<file path="src/rtl/sramc_pkg.sv">
package sramc_pkg;

  typedef enum logic [1:0] {
    ORG_X32 = 2'd0,
    ORG_X16 = 2'd1,
    ORG_X8  = 2'd2,
    ORG_ALT = 2'd3
  } org_e;

  // Strobes from the sequencer to the datapath and pins
  typedef struct packed {
    logic load;     // latch request fields
    logic cs;       // selects active on addressed lanes
    logic oe;       // output enable active
    logic we;       // write pulse active
    logic drive;    // data driver on
    logic capture;  // sample read data
  } strobe_t;

  function automatic int nsToCyc(input int ns, input int clkNs);
    int c;
    c = (ns + clkNs - 1) / clkNs;
    return (c < 1) ? 1 : c;
  endfunction

  function automatic int maxInt(input int a, input int b);
    return (a > b) ? a : b;
  endfunction

endpackage

</file>
<file path="src/rtl/sramc_ctrl.sv">
module sramc_ctrl
  import sramc_pkg::*;
#(
  parameter int CLK_NS = 8,
  parameter int T_RC   = 70,
  parameter int T_AA   = 70,
  parameter int T_OE   = 35,
  parameter int T_WC   = 70,
  parameter int T_CW   = 60,
  parameter int T_AW   = 60,
  parameter int T_DW   = 30,
  parameter int T_WP   = 50,
  parameter int T_AS   = 5,
  parameter int T_AH   = 5,
  parameter int T_HZ   = 25
) (
  input  logic    clk,
  input  logic    rstN,
  input  logic    reqValid,
  input  logic    reqWrite,
  output logic    reqReady,
  output logic    done,
  output strobe_t st
);

  localparam int RD_CYC = maxInt(maxInt(nsToCyc(T_RC, CLK_NS), nsToCyc(T_AA, CLK_NS)),
                                 nsToCyc(T_OE, CLK_NS));
  localparam int AS_CYC = nsToCyc(T_AS, CLK_NS);
  localparam int WP_CYC = maxInt(maxInt(nsToCyc(T_WP, CLK_NS), nsToCyc(T_DW, CLK_NS) - AS_CYC),
                                 maxInt(nsToCyc(T_CW, CLK_NS), nsToCyc(T_AW, CLK_NS)) - AS_CYC);
  localparam int WC_CYC = nsToCyc(T_WC, CLK_NS);
  localparam int AH_CYC = maxInt(nsToCyc(T_AH, CLK_NS), WC_CYC - AS_CYC - WP_CYC);
  localparam int HZ_CYC = nsToCyc(T_HZ, CLK_NS);
  localparam int MAXC   = maxInt(maxInt(RD_CYC, HZ_CYC), maxInt(maxInt(AS_CYC, WP_CYC), AH_CYC));
  localparam int CNT_W  = $clog2(MAXC + 1);

  typedef enum logic [2:0] {S_IDLE, S_READ, S_TURN, S_WSET, S_WPUL, S_WHLD} state_e;

  state_e state;
  logic [CNT_W-1:0] cnt;
  logic [CNT_W-1:0] lastVal;
  logic phaseLast;

  always_comb begin
    unique case (state)
      S_READ:  lastVal = CNT_W'(RD_CYC - 1);
      S_TURN:  lastVal = CNT_W'(HZ_CYC - 1);
      S_WSET:  lastVal = CNT_W'(AS_CYC - 1);
      S_WPUL:  lastVal = CNT_W'(WP_CYC - 1);
      S_WHLD:  lastVal = CNT_W'(AH_CYC - 1);
      default: lastVal = '0;
    endcase
  end
  assign phaseLast = (cnt == lastVal);

  always_ff @(posedge clk) begin
    if (!rstN) begin
      state <= S_IDLE;
      cnt   <= '0;
      done  <= 1'b0;
    end else begin
      done <= 1'b0;
      if (state == S_IDLE) begin
        cnt <= '0;
        if (reqValid) state <= reqWrite ? S_WSET : S_READ;
      end else if (phaseLast) begin
        cnt <= '0;
        unique case (state)
          S_READ: begin state <= S_TURN; done <= 1'b1; end
          S_TURN: state <= S_IDLE;
          S_WSET: state <= S_WPUL;
          S_WPUL: state <= S_WHLD;
          S_WHLD: begin state <= S_IDLE; done <= 1'b1; end
          default: state <= S_IDLE;
        endcase
      end else begin
        cnt <= cnt + 1'b1;
      end
    end
  end

  assign reqReady = (state == S_IDLE);

  always_comb begin
    st.load    = (state == S_IDLE) && reqValid;
    st.cs      = (state == S_READ) || (state == S_WSET) || (state == S_WPUL) || (state == S_WHLD);
    st.oe      = (state == S_READ);
    st.we      = (state == S_WPUL);
    st.drive   = (state == S_WSET) || (state == S_WPUL) || (state == S_WHLD);
    st.capture = (state == S_READ) && phaseLast;
  end

  // completion is a single-cycle pulse
  p_done_single_r2: assert property (@(posedge clk) disable iff (!rstN)
    done |=> !done) else $error("done held longer than one cycle");

  // accepting a request makes the controller busy
  p_ready_drops_r9: assert property (@(posedge clk) disable iff (!rstN)
    (reqValid && reqReady) |=> !reqReady) else $error("ready stayed high after accept");

  // end of a read enters the release window with driver off
  p_turn_after_read_r8: assert property (@(posedge clk) disable iff (!rstN)
    $fell(st.oe) |-> (state == S_TURN && !st.drive && !reqReady))
    else $error("no release window after read");

endmodule

</file>
<file path="src/rtl/sramc_data.sv">
module sramc_data
  import sramc_pkg::*;
#(
  parameter int ADDR_W = 17,
  parameter int LANE_W = 8,
  localparam int LANES  = 4,
  localparam int DATA_W = LANES * LANE_W,
  localparam int HADDR_W = ADDR_W + 2
) (
  input  logic               clk,
  input  logic               rstN,
  input  strobe_t            st,
  input  logic [HADDR_W-1:0] reqAddr,
  input  logic [DATA_W-1:0]  reqWdata,
  input  logic [LANES-1:0]   reqBe,
  input  logic [1:0]         orgMode,
  input  logic [DATA_W-1:0]  memDin,
  output logic [ADDR_W-1:0]  memAddr,
  output logic [LANES-1:0]   laneSel,
  output logic [LANES-1:0]   laneWr,
  output logic [DATA_W-1:0]  memDout,
  output logic [DATA_W-1:0]  rdData
);

  logic [HADDR_W-1:0] aReg;
  logic [DATA_W-1:0]  wReg;
  logic [LANES-1:0]   beReg;
  org_e               modeReg;
  logic [LANE_W-1:0]  byteSel;
  logic [DATA_W-1:0]  rdNext;

  always_ff @(posedge clk) begin
    if (!rstN) begin
      aReg    <= '0;
      wReg    <= '0;
      beReg   <= '0;
      modeReg <= ORG_X32;
      rdData  <= '0;
    end else begin
      if (st.load) begin
        aReg    <= reqAddr;
        wReg    <= reqWdata;
        beReg   <= reqBe;
        modeReg <= org_e'(orgMode);
      end
      if (st.capture) rdData <= rdNext;
    end
  end

  always_comb begin
    unique case (modeReg)
      ORG_X16: begin
        memAddr = aReg[ADDR_W:1];
        laneSel = aReg[0] ? 4'b1100 : 4'b0011;
        laneWr  = laneSel;
        memDout = {2{wReg[2*LANE_W-1:0]}};
      end
      ORG_X8: begin
        memAddr = aReg[ADDR_W+1:2];
        laneSel = 4'b0001 << aReg[1:0];
        laneWr  = laneSel;
        memDout = {LANES{wReg[LANE_W-1:0]}};
      end
      default: begin
        memAddr = aReg[ADDR_W-1:0];
        laneSel = '1;
        laneWr  = beReg;
        memDout = wReg;
      end
    endcase
  end

  always_comb begin
    byteSel = '0;
    for (int l = 0; l < LANES; l++)
      if (aReg[1:0] == 2'(l)) byteSel = memDin[l*LANE_W +: LANE_W];
  end

  always_comb begin
    unique case (modeReg)
      ORG_X16: rdNext = {{(DATA_W/2){1'b0}},
                         aReg[0] ? memDin[DATA_W-1:DATA_W/2] : memDin[DATA_W/2-1:0]};
      ORG_X8:  rdNext = {{(DATA_W-LANE_W){1'b0}}, byteSel};
      default: rdNext = memDin;
    endcase
  end

endmodule

</file>
<file path="src/rtl/sramc_top.sv">
module sramc_top
  import sramc_pkg::*;
#(
  parameter int ADDR_W = 17,
  parameter int LANE_W = 8,
  parameter int CLK_NS = 8,
  parameter int T_RC   = 70,
  parameter int T_AA   = 70,
  parameter int T_OE   = 35,
  parameter int T_WC   = 70,
  parameter int T_CW   = 60,
  parameter int T_AW   = 60,
  parameter int T_DW   = 30,
  parameter int T_WP   = 50,
  parameter int T_AS   = 5,
  parameter int T_AH   = 5,
  parameter int T_HZ   = 25,
  localparam int LANES  = 4,
  localparam int DATA_W = LANES * LANE_W,
  localparam int HADDR_W = ADDR_W + 2
) (
  input  logic               clk,
  input  logic               rstN,
  input  logic               reqValid,
  input  logic               reqWrite,
  input  logic [HADDR_W-1:0] reqAddr,
  input  logic [DATA_W-1:0]  reqWdata,
  input  logic [LANES-1:0]   reqBe,
  input  logic [1:0]         orgMode,
  output logic               reqReady,
  output logic               done,
  output logic [DATA_W-1:0]  rdData,
  output logic [ADDR_W-1:0]  memAddr,
  output logic [LANES-1:0]   memCsN,
  output logic [LANES-1:0]   memWeN,
  output logic               memOeN,
  output logic [DATA_W-1:0]  memDout,
  output logic               memDoutEn,
  input  logic [DATA_W-1:0]  memDin
);

  strobe_t st;
  logic [LANES-1:0] laneSel;
  logic [LANES-1:0] laneWr;

  sramc_ctrl #(
    .CLK_NS(CLK_NS), .T_RC(T_RC), .T_AA(T_AA), .T_OE(T_OE), .T_WC(T_WC),
    .T_CW(T_CW), .T_AW(T_AW), .T_DW(T_DW), .T_WP(T_WP), .T_AS(T_AS),
    .T_AH(T_AH), .T_HZ(T_HZ)
  ) uCtrl (
    .clk(clk), .rstN(rstN), .reqValid(reqValid), .reqWrite(reqWrite),
    .reqReady(reqReady), .done(done), .st(st)
  );

  sramc_data #(.ADDR_W(ADDR_W), .LANE_W(LANE_W)) uData (
    .clk(clk), .rstN(rstN), .st(st), .reqAddr(reqAddr), .reqWdata(reqWdata),
    .reqBe(reqBe), .orgMode(orgMode), .memDin(memDin), .memAddr(memAddr),
    .laneSel(laneSel), .laneWr(laneWr), .memDout(memDout), .rdData(rdData)
  );

  for (genvar l = 0; l < LANES; l++) begin : gLane
    assign memCsN[l] = ~(laneSel[l] & st.cs);
    assign memWeN[l] = ~(laneWr[l] & st.we);
  end
  assign memOeN    = ~st.oe;
  assign memDoutEn = st.drive;

  // a lane is never write-strobed without its select
  p_we_within_cs_r3: assert property (@(posedge clk) disable iff (!rstN)
    ((~memWeN & memCsN) == '0)) else $error("write enable outside select");

  // address constant across consecutive driven write cycles
  p_addr_stable_write_r3: assert property (@(posedge clk) disable iff (!rstN)
    (memDoutEn && $past(memDoutEn)) |-> $stable(memAddr)) else $error("address moved in write");

  // never drive the bus while the array may output
  p_no_drive_on_read_r4: assert property (@(posedge clk) disable iff (!rstN)
    !(memDoutEn && !memOeN)) else $error("driver on with output enable low");

endmodule

</file>
<file path="config.mk">
export PLATFORM = sky130hd
export DESIGN_NAME = sramc_top
export DESIGN_NICKNAME = d
export VERILOG_FILES = /design/src/rtl/sramc_pkg.sv /design/src/rtl/sramc_ctrl.sv /design/src/rtl/sramc_data.sv /design/src/rtl/sramc_top.sv
export SDC_FILE = /design/constraint.sdc
export NUM_CORES = 1
export LEC_CHECK = 0
export ABC_CLOCK_PERIOD_IN_PS = 7300
export BUFFER_PORTS_ARGS = -buffer_cell sky130_fd_sc_hd__clkbuf_2
export CORE_MARGIN = 8
export CORE_UTILIZATION = 51
export DETAILED_ROUTE_END_ITERATION = 8
export GPL_TIMING_DRIVEN = 0
export PLACE_DENSITY_LB_ADDON = 0.3
export SLEW_MARGIN = 40
export SYNTH_ARGS = -nofsm -noshare
export SYNTH_HDL_FRONTEND = slang
export SYNTH_HIERARCHICAL = 1
export SYNTH_SLANG_ARGS = --single-unit
</file>
<file path="constraint.sdc">
create_clock -name clk -period 7.3 [get_ports clk]
set_input_delay 1.46 -clock clk [delete_from_list [all_inputs] [get_ports clk]]
set_output_delay 1.46 -clock clk [all_outputs]
set_load 0.1 [all_outputs]
</file>
==> results of run 1 <==
-- kinds of logic (layout without fill, tap and decap cells) --
kind of cell | Yosys count | count (layout) | share of synthesized area [%]
AO/OA/AOI/OAI | 154 | 154 | 19.87
XOR/XNOR | 2 | 2 | 0.3336
adder cells (fa/ha/maj) | 3 | 3 | 0.7149
buffers and inverters | 69 | 270 | 6.957
flip-flops | 97 | 97 | 36.98
multiplexers | 73 | 73 | 13.91
AND/OR/NAND/NOR | 210 | 210 | 21.23
-- power by group --
group | internal, mW | total [mW] | switching [mW]
clock network | 0.152 | 0.341 | 0.189
registers | 0.600 | 0.655 | 0.0555
logic | 0.257 | 1.14 | 0.882
total | 1.01 | 2.13 | 1.13
-- layout by cell type (no fill, tap or decap), types with 3 or more instances in the layout --
master    count
inv_1         9
nor2b_1      92
mux2i_1      73
buf_2        25
o21ai_1       9
o22ai_1       9
dfxtp_1      97
clkbuf_2    185
nand2_1      68
nor3_1        4
nand2b_1      5
ha_1          3
clkbuf_1     15
a22o_1        9
o221ai_1      8
nor4_1        3
buf_4        16
a22oi_1      30
a21oi_1      29
a211oi_2      8
o21ai_0      37
nor2_1       13
nand3_1      11
clkbuf_8     12
-- final cells by class --
cell class	count	area [um2]	area share, %
inverter	10	37.54	0.5741
clock buffer	12	165.2	2.526
buffer	59	327.8	5.013
multi-input combinational	442	2944	45.02
clock inverter	4	26.28	0.4018
sequential	97	1942	29.70
tap	136	170.2	2.602
timing repair buffer	185	925.9	14.16
-- flip-flops by register name, summed over array words and instances (netlist names) --
signal and count:
uData/rdData 32, uData/modeReg 2, uData/wReg 32, uCtrl/done 1, uCtrl/cnt 4, uData/aReg 19, uCtrl/state 3, uData/beReg 4
-- worst min-delay path, stage by stage, from the launching register on --
cell,delay [ps]
dfxtp_1,340
mux2i_1,60
nor2b_1,90
-- worst paths after layout --
path | startpoint | end | cells past startpoint
max | uData/modeReg[0] | memAddr[2] | 7
max reg2reg | uCtrl/state[2] | uData/rdData[5] | 9
min | uData/aReg[18] | uData/aReg[18] | 2
min reg2reg | uData/aReg[18] | uData/aReg[18] | 2
-- metrics by stage --
stage	setup WS, ps	area (um2)
after floorplan	2576	5251
after global routing	3140	6539
after global placement	3743	6347
after CTS	3302	6539
after detailed placement	3699	6347
final	3299	6539
-- metal layers --
metal	track usage [%]	wire length (um)	vias to the layer above
met2	41.51	8312	222
met1	28.35	7348	2482
met5	0	0	-
met4	8.247	325	0
met3	6.667	1254	20
li1	-	-	2510
==> summary.md, run 1 <==
| Metric | Value |
|---|---|
| Number of synthesized flops with an enable pin | 0 |
| Post-synthesis sequential area ratio | a little under two fifths |
| Commonest register cell after synthesis | dfxtp_1 |
| Gpl congestion | 0.9478 |
| Drt pass-1 iters | 5 |
| Post-CTS resize count | 0 |
| Post CTS Setup Buffer Count | 0 |
| Tot Pwr | 2.135 mW |
| Pleak | about 2.8 nW |
| Max Clock Skew | 11.22 ps |
| CTS tree | yes |
| Initial DRC count | 403 |
| CTS Sinks | 97 |
| Dpl cells | between 900 and 1000 |
| Cts bufs inserted | 9 |
| Status | finished, final reports clean |
| Die Span Y | 117.5 um |
| Setup TNS Final | 0 ps |
| Crit-path max cell delay | 510 ps |
| Fraction of registers with async set/reset | 0% |
| First-pass GRT wire length | 27700 um |
| R2r setup slk | 4330 ps |
| Top-area cell type share of the netlist area | a little under two fifths |
| Synthesized area per cell | 8.637 um2 |
| Final Hold Viols | 0 |
| YS warnings | 6 |
| Final nets | 900 |
| Slew @ Worst Pin | ~730 ps |
| Cts hold-fix bufs | 0 |
| Critical path buffer and inverter count | 4 |
| Commonest cells post-synth | 97 x dfxtp_1, 92 x nor2b_1, 73 x mux2i_1, 68 x nand2_1, 37 x o21ai_0 |
| Die Wd | 117.5 um |
| CP endpoint kind | primary output |
| Final Hold Slack | 523.4 ps |
| Syn Nets | 704 |
| Unrepaired setup endpoints after global routing | no |
| Routed len/inst | 18.24 um |
| CP required | 5840 ps |
| Critical Path Fanout Max | 10 |
| Rel. slew slack | 51.01% |
| DR vias | roughly 5200 |
| Dominant cell type by area after synthesis | dfxtp_1 |
| Fmax achieved | 0.2499 GHz |
| Routed Antenna Nets | 0 |
| Max-cap viol count | 0 |
| Count leader, synth | dfxtp_1 |
| Final HPWL DP | around 13000 um |
| Hold Path Class | flop to flop |
| Mapped cell area | 5251 um2 |
| Top Family by Delay on Critical Path | buffers and inverters |
| N_diodes | 0 |
| Slowest library cell on the worst path | clkbuf_2 |
| H-tree depth | 3 |
| PwrDens | roughly 330 nW/um2 |
| I/O pin cnt | 186 |
| Fin crit period | roughly 4000 ps |
| Post-DR vias/cell | 5.539 |
| Initial antenna violation count | 0 |
| Cell count after synthesis | 608 |
| Row cnt | 37 |
| Layout cells sized above 1 | 32.26% |
| Largest net degree at the start of global routing | 16 |
| Residual DRC | 0 |
| Longest Clk Path Bufs | 2 |
| Flops & latches, synth | 97 |
| # port buffers | roughly 190 |
| Clock transition at path regs | 100 ps |
| Number of global-route vias before repair | 5457 |
| Synth cell types | 50 |
| Data arrival, critical path | 2540 ps |
| Die area | 13800 um2 |
| Layout Cells excl Fill | about 950 |
| Layout Utilization | ~64% |
| Core area | 10140 um2 |
| Grt ovf | 0 |
| Clock Tree Root | clkbuf_8 |
| Initial core utilization | 51.80% |
| Final WL | 17240 um |
| Fillcell total | approximately 900 |
| VDD IR max | 153.6 uV |
| CP Class | flop to primary output |
| Final setup violation count | 0 |
| Synth area leaders | dfxtp_1 37%, mux2i_1 14%, nor2b_1 11% |
| CP Cell Sequence | inv_1 -> ha_1 -> buf_4 -> clkbuf_1 -> a22oi_1 -> o21ai_0 -> clkbuf_2 |
| Final Max Tran Viols | 0 |
| Syn-to-layout area delta | 24.52% |
| Final Cycle Share | 54.82% |
| Worst setup SP type | flop |
| Clock Latency Late Sink | 360 ps |
| Total track usage | between 20 and 25% |
Power figures use the tool's default switching activity.
==> run 2, diff against run 1 <==
- ABC_CLOCK_PERIOD_IN_PS: 7300 -> 3700
- CORE_UTILIZATION: 51 -> 50
- clock period: 7.3 -> 3.7 ns (I/O delays scaled with it)
==> run 2 against run 1 <==
Final area rose by 0.25%. Flip-flop and latch count did not move. Highest routed layer unchanged. Largest cell class unchanged. Critical endpoint is now memDout[31]. Final cell count did not move.
==> summary.md, run 2 (synthesis results as in run 1) <==
| Metric | Value |
|---|---|
| CTS tree | yes |
| Initial DRC count | around 460 |
| Crit-path max cell delay | 520 ps |
| Routed Antenna Nets | 0 |
| Clock Tree Root | clkbuf_8 |
| First-pass GRT wire length | around 27000 um |
| FF/Latch Area | 1942 um2 |
| Die Span Y | 118.5 um |
| Clock transition at path regs | 90 ps |
| Largest net degree at the start of global routing | 19 |
| Clock power share | approximately 17% |
| Final Hold Viols | 0 |
| Unrepaired setup endpoints after global routing | no |
| CTS Sinks | between 90 and 100 |
| Initial core utilization | roughly half |
| I/O pin cnt | 186 |
| Combinational share of power | 52.6% |
| DR vias | 5216 |
| Grt ovf | 0 |
| Cell Area, Placed | 6347 um2 |
| Commonest non-fill, non-tap cell in the layout | clkbuf_2 |
| Layout cells sized above 1 | 32.26% |
| Longest Clk Path Bufs | 2 |
| Top Registers | uData/rdData (32), uData/wReg (32), uData/aReg (19) |
| Worst setup SP type | flop |
| Status | finished, final reports clean |
| Slowest library cell on the worst path | clkbuf_2 |
| Final Cell Area | 6555 um2 |
| Sw frac | 52.82% |
| Total track usage | a little under a quarter |
| Post CTS Setup Buffer Count | 0 |
| Fillcell total | 934 |
| Data arrival, critical path | around 2600 ps |
| Initial antenna violation count | 0 |
| Final Cycle Share | 88.95% |
| Seq pwr share | 30.2% |
| Hold Path Class | flop to flop |
| Area of the multi-input gates | approximately 2900 um2 |
| Gpl congestion | 0.9318 |
| Cts hold-fix bufs | 0 |
| Die Wd | about 120 um |
| Core area | 10280 um2 |
| Most frequent cells in the layout | 185 x clkbuf_2, 97 x dfxtp_1, 92 x nor2b_1, 73 x mux2i_1, 68 x nand2_1 |
| Fmax achieved | 0.3039 GHz |
| Post-DR vias/cell | 5.520 |
| CP required | 2960 ps |
| CP Cell Sequence | inv_1 -> ha_1 -> buf_4 -> buf_2 -> buf_2 -> nand2_1 -> o21ai_1 -> clkbuf_2 |
| CP Class | flop to primary output |
| Syn-to-layout area delta | 24.83% |
| N_diodes | 0 |
| NetSw | 2.259 mW |
| Max-cap viol count | 0 |
| Row cnt | 37 |
| Final nets | 900 |
| Final setup violation count | 0 |
| Critical Path Fanout Max | 10 |
| Number of global-route vias before repair | 5245 |
| Pleak | approximately 2.8 nW |
| Rel. slew slack | 56.42% |
| Worst path most repeated cell | buf_2 |
| Final Max Tran Viols | 0 |
| Die area | about 14000 um2 |
| VDD IR max | 317.0 uV |
| H-tree depth | 3 |
| Post-CTS resize count | 0 |
| Fin crit period | 3291 ps |
| Drt pass-1 iters | 6 |
| Power Internal | 2.018 mW |
| PwrDens | 652.4 nW/um2 |
| Cts bufs inserted | 9 |
| Critical path buffer and inverter count | 5 |
| Slew @ Worst Pin | around 650 ps |
| CP endpoint kind | primary output |
| # port buffers | 185 |
| Clock Latency Late Sink | around 370 ps |
| Layout Utilization | 63.78% |
| Max Clock Skew | 12.68 ps |
| Final HPWL DP | between 10000 and 15000 um |
| Residual DRC | 0 |
| Final WL | 17120 um |
| Routed len/inst | 18.11 um |
| Top Family by Delay on Critical Path | buffers and inverters |
==> run 2: path summary, 6_finish.rpt <==
check | from | end | slack, ps | depth (start not counted)
worst min-delay path | uData/wReg[24] | uData/wReg[24] | 530 | 2
worst max register to register | uCtrl/state[2] | uData/rdData[2] | 750 | 9
worst max-delay path | uData/modeReg[0] | memDout[31] | 410 | 8
worst min register to register | uData/wReg[24] | uData/wReg[24] | 530 | 2
==> run 2: power groups by stage <==
stage / Combinational, mW / Clock [mW] / Sequential, mW
after detailed placement: 2.24 / 0 / 1.31
after CTS: 2.25 / 0.748 / 1.29
final: 2.25 / 0.733 / 1.29
after global routing: 2.36 / 0.795 / 1.31
after floorplan: 1.44 / 0 / 1.68
after global placement: 2.22 / 0 / 1.31
==> run 2: worst register-to-register path, stage by stage, from the launching register on <==
cell	delay [ps]
dfxtp_1	350
buf_2	190
nor3b_2	540
a221oi_2	210
nor4_1	590
buf_2	370
buf_2	280
nand2_1	90
a211oi_2	150
nor2_1	70
==> run 2: layer usage <==
metal / part of all wire [%] / vias to the layer above / track usage, %
li1: - / 2515 / -
met1: 41 / 2412 / 27.90
met2: 47 / 259 / 39.43
met3: 9.3 / 30 / 7.711
met4: 2.6 / 0 / 8.300
met5: 0 / - / 0
==> run 2: stage by stage <==
stage	std cells	hold slack, ps	setup WS [ps]	TNS [ps]	total power, mW
after global placement	929	496.8	797.0	0	3.528
final	945	527.4	409.0	0	4.276
after floorplan	608	482.5	-304.4	-1218	3.118
after global routing	945	548.2	311.7	0	4.458
after detailed placement	929	505.4	787.1	0	3.554
after CTS	945	527.2	403.2	0	4.285
==> run 2: area by class of cell <==
class                   count  share of cell area (%)
multi-input cells         442                   44.91
flip-flops and latches     97                   29.62
repair buffers            185                   14.12
plain buffers              59                   5.001
well taps                 136                   2.596
clock buffers               9                   1.890
clock inverters             7                   1.279
inverters                  10                  0.5726
